`src/rtl/stat_irq_pkg.sv`:
```
package stat_irq_pkg;
  localparam int NUM_SRC = 13;

  typedef enum logic {
    SEL_MASK  = 1'b0,
    SEL_CAUSE = 1'b1
  } reg_sel_e;

  localparam int BIT_XFER_DONE   = 0;
  localparam int BIT_XFER_READY  = 1;
  localparam int BIT_RX_READY    = 2;
  localparam int BIT_TX_READY    = 3;
  localparam int BIT_RX_EMPTY    = 4;
  localparam int BIT_RX_FULL     = 5;
  localparam int BIT_TX_EMPTY    = 6;
  localparam int BIT_TX_FULL     = 7;
  localparam int BIT_RX_UNDER    = 8;
  localparam int BIT_RX_OVER     = 9;
  localparam int BIT_TX_UNDER    = 10;
  localparam int BIT_TX_OVER     = 11;
  localparam int BIT_NO_ADDR_CFG = 12;
endpackage

```
`src/rtl/stat_edge_det.sv`:
```
module stat_edge_det #(
  parameter int W = 13
) (
  input  logic         clk,
  input  logic         rst,
  input  logic [W-1:0] status,
  output logic [W-1:0] rise
);
  logic [W-1:0] hist_q;

  // History starts at ones so conditions already high out of reset are not edges.
  always_ff @(posedge clk) begin
    if (rst) hist_q <= '1;
    else     hist_q <= status;
  end

  genvar g;
  generate
    for (g = 0; g < W; g++) begin : g_bit
      assign rise[g] = status[g] & ~hist_q[g];
    end
  endgenerate
endmodule

```
`src/rtl/cause_bank.sv`:
```
module cause_bank #(
  parameter int W = 13
) (
  input  logic         clk,
  input  logic         rst,
  input  logic [W-1:0] rise,
  input  logic [W-1:0] clr,
  output logic [W-1:0] cause
);
  genvar g;
  generate
    for (g = 0; g < W; g++) begin : g_bit
      logic bit_q;
      // A fresh edge takes precedence over a clear in the same cycle.
      always_ff @(posedge clk) begin
        if (rst)          bit_q <= 1'b0;
        else if (rise[g]) bit_q <= 1'b1;
        else if (clr[g])  bit_q <= 1'b0;
      end
      assign cause[g] = bit_q;
    end
  endgenerate
endmodule

```
`src/rtl/irq_gate.sv`:
```
module irq_gate #(
  parameter int W = 13
) (
  input  logic         clk,
  input  logic         rst,
  input  logic         mask_wr,
  input  logic [W-1:0] wdata,
  input  logic [W-1:0] cause,
  output logic [W-1:0] mask,
  output logic         irq
);
  logic [W-1:0] mask_q;
  logic         irq_q;
  logic [W-1:0] pend;

  always_ff @(posedge clk) begin
    if (rst)          mask_q <= '0;
    else if (mask_wr) mask_q <= wdata;
  end

  assign pend = cause & mask_q;

  always_ff @(posedge clk) begin
    if (rst) irq_q <= 1'b0;
    else     irq_q <= |pend;
  end

  assign mask = mask_q;
  assign irq  = irq_q;
endmodule

```
`src/rtl/stat_irq_ctrl.sv`:
```
module stat_irq_ctrl
  import stat_irq_pkg::*;
#(
  parameter int W = NUM_SRC
) (
  input  logic         clk,
  input  logic         rst,
  input  logic [W-1:0] status,
  input  logic         reg_wr,
  input  logic         reg_sel,
  input  logic [W-1:0] reg_wdata,
  output logic [W-1:0] reg_rdata,
  output logic         irq
);
  logic [W-1:0] rise;
  logic [W-1:0] clr_vec;
  logic [W-1:0] cause_q;
  logic [W-1:0] mask_q;
  logic         mask_wr;
  reg_sel_e     sel;

  assign sel     = reg_sel_e'(reg_sel);
  assign mask_wr = reg_wr && (sel == SEL_MASK);
  assign clr_vec = (reg_wr && (sel == SEL_CAUSE)) ? reg_wdata : '0;

  stat_edge_det #(.W(W)) u_edge (
    .clk    (clk),
    .rst    (rst),
    .status (status),
    .rise   (rise)
  );

  cause_bank #(.W(W)) u_cause (
    .clk   (clk),
    .rst   (rst),
    .rise  (rise),
    .clr   (clr_vec),
    .cause (cause_q)
  );

  irq_gate #(.W(W)) u_gate (
    .clk     (clk),
    .rst     (rst),
    .mask_wr (mask_wr),
    .wdata   (reg_wdata),
    .cause   (cause_q),
    .mask    (mask_q),
    .irq     (irq)
  );

  always_comb begin
    case (sel)
      SEL_MASK:  reg_rdata = mask_q;
      default:   reg_rdata = cause_q;
    endcase
  end
endmodule

```
`config.mk`:
```
export PLATFORM = sky130hd
export DESIGN_NAME = stat_irq_ctrl
export DESIGN_NICKNAME = d
export VERILOG_FILES = /design/src/rtl/stat_irq_pkg.sv /design/src/rtl/stat_edge_det.sv /design/src/rtl/cause_bank.sv /design/src/rtl/irq_gate.sv /design/src/rtl/stat_irq_ctrl.sv
export SDC_FILE = /design/constraint.sdc
export NUM_CORES = 1
export LEC_CHECK = 0
export CAP_MARGIN = 10
export CORE_UTILIZATION = 32
export DETAILED_ROUTE_END_ITERATION = 6
export GPL_ROUTABILITY_DRIVEN = 0
export HOLD_SLACK_MARGIN = 0.05
export PLACE_DENSITY = 0.66
export SLEW_MARGIN = 20
export SYNTH_ARGS = -nofsm -noshare
export SYNTH_HDL_FRONTEND = slang
export SYNTH_HIERARCHICAL = 1
export SYNTH_SLANG_ARGS = --single-unit
```
`constraint.sdc`:
```
create_clock -name clk -period 1.5 [get_ports clk]
set_input_delay 0.225 -clock clk [delete_from_list [all_inputs] [get_ports clk]]
set_output_delay 0.225 -clock clk [all_outputs]
set_load 0.02 [all_outputs]
```
==> key figures <==
Detailed routing
  • Vias: 1324
  • # DRC: 0
  • Routed WL: 3809 µm
  • Routed WL per cell: 12.96 µm
  • Via density: 4.503
  • Final ANT Viol Nets: 0
  • DRT iter0 DRCs: 46
  • DR pass1 iterations: 4

Clocking
  • Longest Clk Path Bufs: 2
  • CTS H-tree depth: 2
  • Clk slew on worst S/H paths: 0.07 ns
  • Worst-Skew Late Latency: 0.28 ns
  • TritonCTS Buffers: 5
  • Setup Buffers After CTS: 0
  • TritonCTS clock tree: built
  • CTS Root Cell: clkbuf_8
  • Hold Buf Count CTS: 0
  • Sink Count: 40

Global route
  • Wire length of the first global-routing pass: 5975 µm
  • GRT Residual Overflow: 0
  • Gr usage total: 0.1285
  • Pin count of the biggest net entering global routing: 41
  • Initial antenna violation count: 0
  • Vias in the first global route: 1292

Power
  • Pint: 1.702 mW
  • Sw Ratio: 0.2358
  • Pleak: 0.9712 nW
  • Sequential Power Share: 0.516
  • Power per cell area: 928.8 nW/µm²
  • Clk network pwr share: 0.325
  • Combinational share of power: 0.160
  • Max VDD drop: 0.0003881 V
  • Pwr Total: 2.227 mW
  • Net Sw Power: 0.5250 mW

Worst setup path
  • Arrival time worst endpoint: 1.30 ns
  • FF-to-FF Start: u_cause/g_bit[12].bit_q
  • R2r setup slk: 0.41 ns
  • Reg2reg end: u_gate/irq
  • Crit path capture: reg_rdata[9]
  • CP startpoint: reg_sel
  • Worst path cell trace: clkdlybuf4s15_2 > bufbuf_16 > mux2_4 > clkdlybuf4s15_2
  • CP max stage delay: 0.30 ns
  • Worst setup EP type: output port
  • Reg2Reg Depth: 3
  • WS Path Type: primary input to output port
  • Largest fanout on the critical path: 7
  • Most used cell, CP: clkdlybuf4s15_2
  • Critical path startpoint category: primary input
  • Critical Path RT: 1.27 ns
  • CP max-delay cell: bufbuf_16

Place
  • Cells after DPL: 284
  • DP HPWL: 2414 µm
  • Port buffer count: 43
  • Post-Place Setup Slack: -0.5463 ns
  • Cell Area, Placed: 2268 µm²

Layout
  • Fin util: 0.4301
  • Non-filler cells, final: 294
  • Filler cells: 576
  • Final Instance Area: 2397 µm²
  • Most frequent cells in the layout: 40 x dfxtp_1, 29 x clkdlybuf4s50_1
  • # diodes: 0
  • Fraction of layout cells with a size suffix above 1: 0.2117
  • Most common cell after layout, fill and taps aside: dfxtp_1
  • Area Growth Syn to Fin: 27.31%
  • Layout Nets: 251

Synth
  • Sequential fraction of the synthesis area: 0.4252
  • Post-Synthesis Cells: 188
  • Syn_nets: 218
  • Syn. warnings: 6
  • Synthesized area: 1883 µm²
  • Yosys reg bits: 40
  • Netlist cell types: 25
  • Syn avg cell area: 10.02 µm²

STA
  • Setup repair after global routing missed its margin: yes
  • Final worst path period share: 1.020
  • Clk_skew: 0.005302 ns
  • Final setup fails: 1
  • Fin. Hold Viols: 0
  • FMAX: 653.9 MHz
  • Worst hold slack: 0.4785 ns
  • Slew headroom: 0.7150
  • Min Tclk post-route: 1.529 ns
  • Final Max Slew Viols: 0
  • Slew @ Worst Pin: 0.4275 ns
  • Final setup TNS: -0.02940 ns
  • Final WS setup: -0.02940 ns

Job
  • Max-Cap Viols: 0

Die
  • DIE WIDTH: 78.71 µm
  • Initial core utilization: 0.3378
  • Core ar.: 5574 µm²
  • Ports: 44
  • DIE HEIGHT: 78.71 µm
  • Die area: 6195 µm²
  • # rows: 27

Outcome
  • Run status: finished, violations left
  • Failing checks: setup timing

Hold path
  • Worst Hold Class: register to register
[cells in the mapped netlist, drive strengths merged]
master / instances / area [µm²]
a22o: 1 / 8.760
a221oi: 1 / 8.760
mux2i: 13 / 130.1
dfxtp: 40 / 800.8
nor2b: 13 / 81.33
a22oi: 3 / 22.52
a31oi: 1 / 6.260
and2b: 1 / 8.760
nand2b: 13 / 81.33
inv: 13 / 48.80
mux2: 13 / 168.9
nor2: 13 / 48.80
clkbuf: 3 / 12.51
a222oi: 1 / 10.01
or2: 13 / 81.33
buf: 19 / 170.2
and3: 14 / 91.34
a21oi: 13 / 102.6
[area by class of cell]
class,count,area [µm²],share of cell area
tap,72,90.09,0.03758
inverter,13,48.80,0.02035
timing repair buffer,48,516.7,0.2156
sequential,40,800.8,0.3340
clock buffer,8,90.09,0.03758
multi-input combinational,113,850.8,0.3549
[timing repair]
action	4_1_cts	5_1_grt
gates resized for setup	33	4
gates cloned	2	0
setup endpoints to repair	13	5
hold endpoints to repair	0	0
[cells by family after synthesis]
group | share of synthesized area
AOI/OAI and AO/OA | 0.08438
buffers and inverters | 0.1229
DFF | 0.4253
muxes | 0.1588
and+or+nand+nor | 0.2086
[routing by layer]
layer  share of wire  routed length, µm  vias up  GRT usage
li1                -                  -      666          -
met3           0.051                195        2    0.02759
met5               0                  0        -          0
met1            0.46               1765      623     0.1547
met4          0.0039                 15        0    0.05556
met2            0.48               1832       33     0.2191
[state kept, by name, summed over array words and instances (netlist names)]
| signal | cells |
|---|---|
| u_cause/g_bit.bit_q | 13 |
| u_edge/hist_q | 13 |
| u_gate/irq | 1 |
| u_gate/mask | 13 |
[worst max-delay path: cells and delay by family]
kind / cells / cell delay [ns]
buffers and inverters: 3 / 0.79
muxes: 1 / 0.29
[worst min-delay path by stage]
stage | cells past startpoint | end | slack, ns | from
floorplan | 1 | u_cause/g_bit[12].bit_q | 0.29 | rst
global placement | 3 | u_cause/g_bit[5].bit_q | 0.46 | u_edge/hist_q[5]
detailed placement | 3 | u_cause/g_bit[10].bit_q | 0.47 | u_edge/hist_q[10]
CTS | 3 | u_cause/g_bit[10].bit_q | 0.49 | u_edge/hist_q[10]
global route | 3 | u_cause/g_bit[1].bit_q | 0.50 | u_edge/hist_q[1]
finish | 3 | u_cause/g_bit[10].bit_q | 0.48 | u_edge/hist_q[10]
[power groups by stage]
stage               Clock (mW)  Sequential, mW  Combinational (mW)
floorplan                    0            1.16               0.223
global placement             0            1.17               0.344
detailed placement           0            1.17               0.349
CTS                      0.759            1.15               0.359
global route             0.805            1.16               0.383
finish                   0.723            1.15               0.356
(Power assumes the default switching activity.)
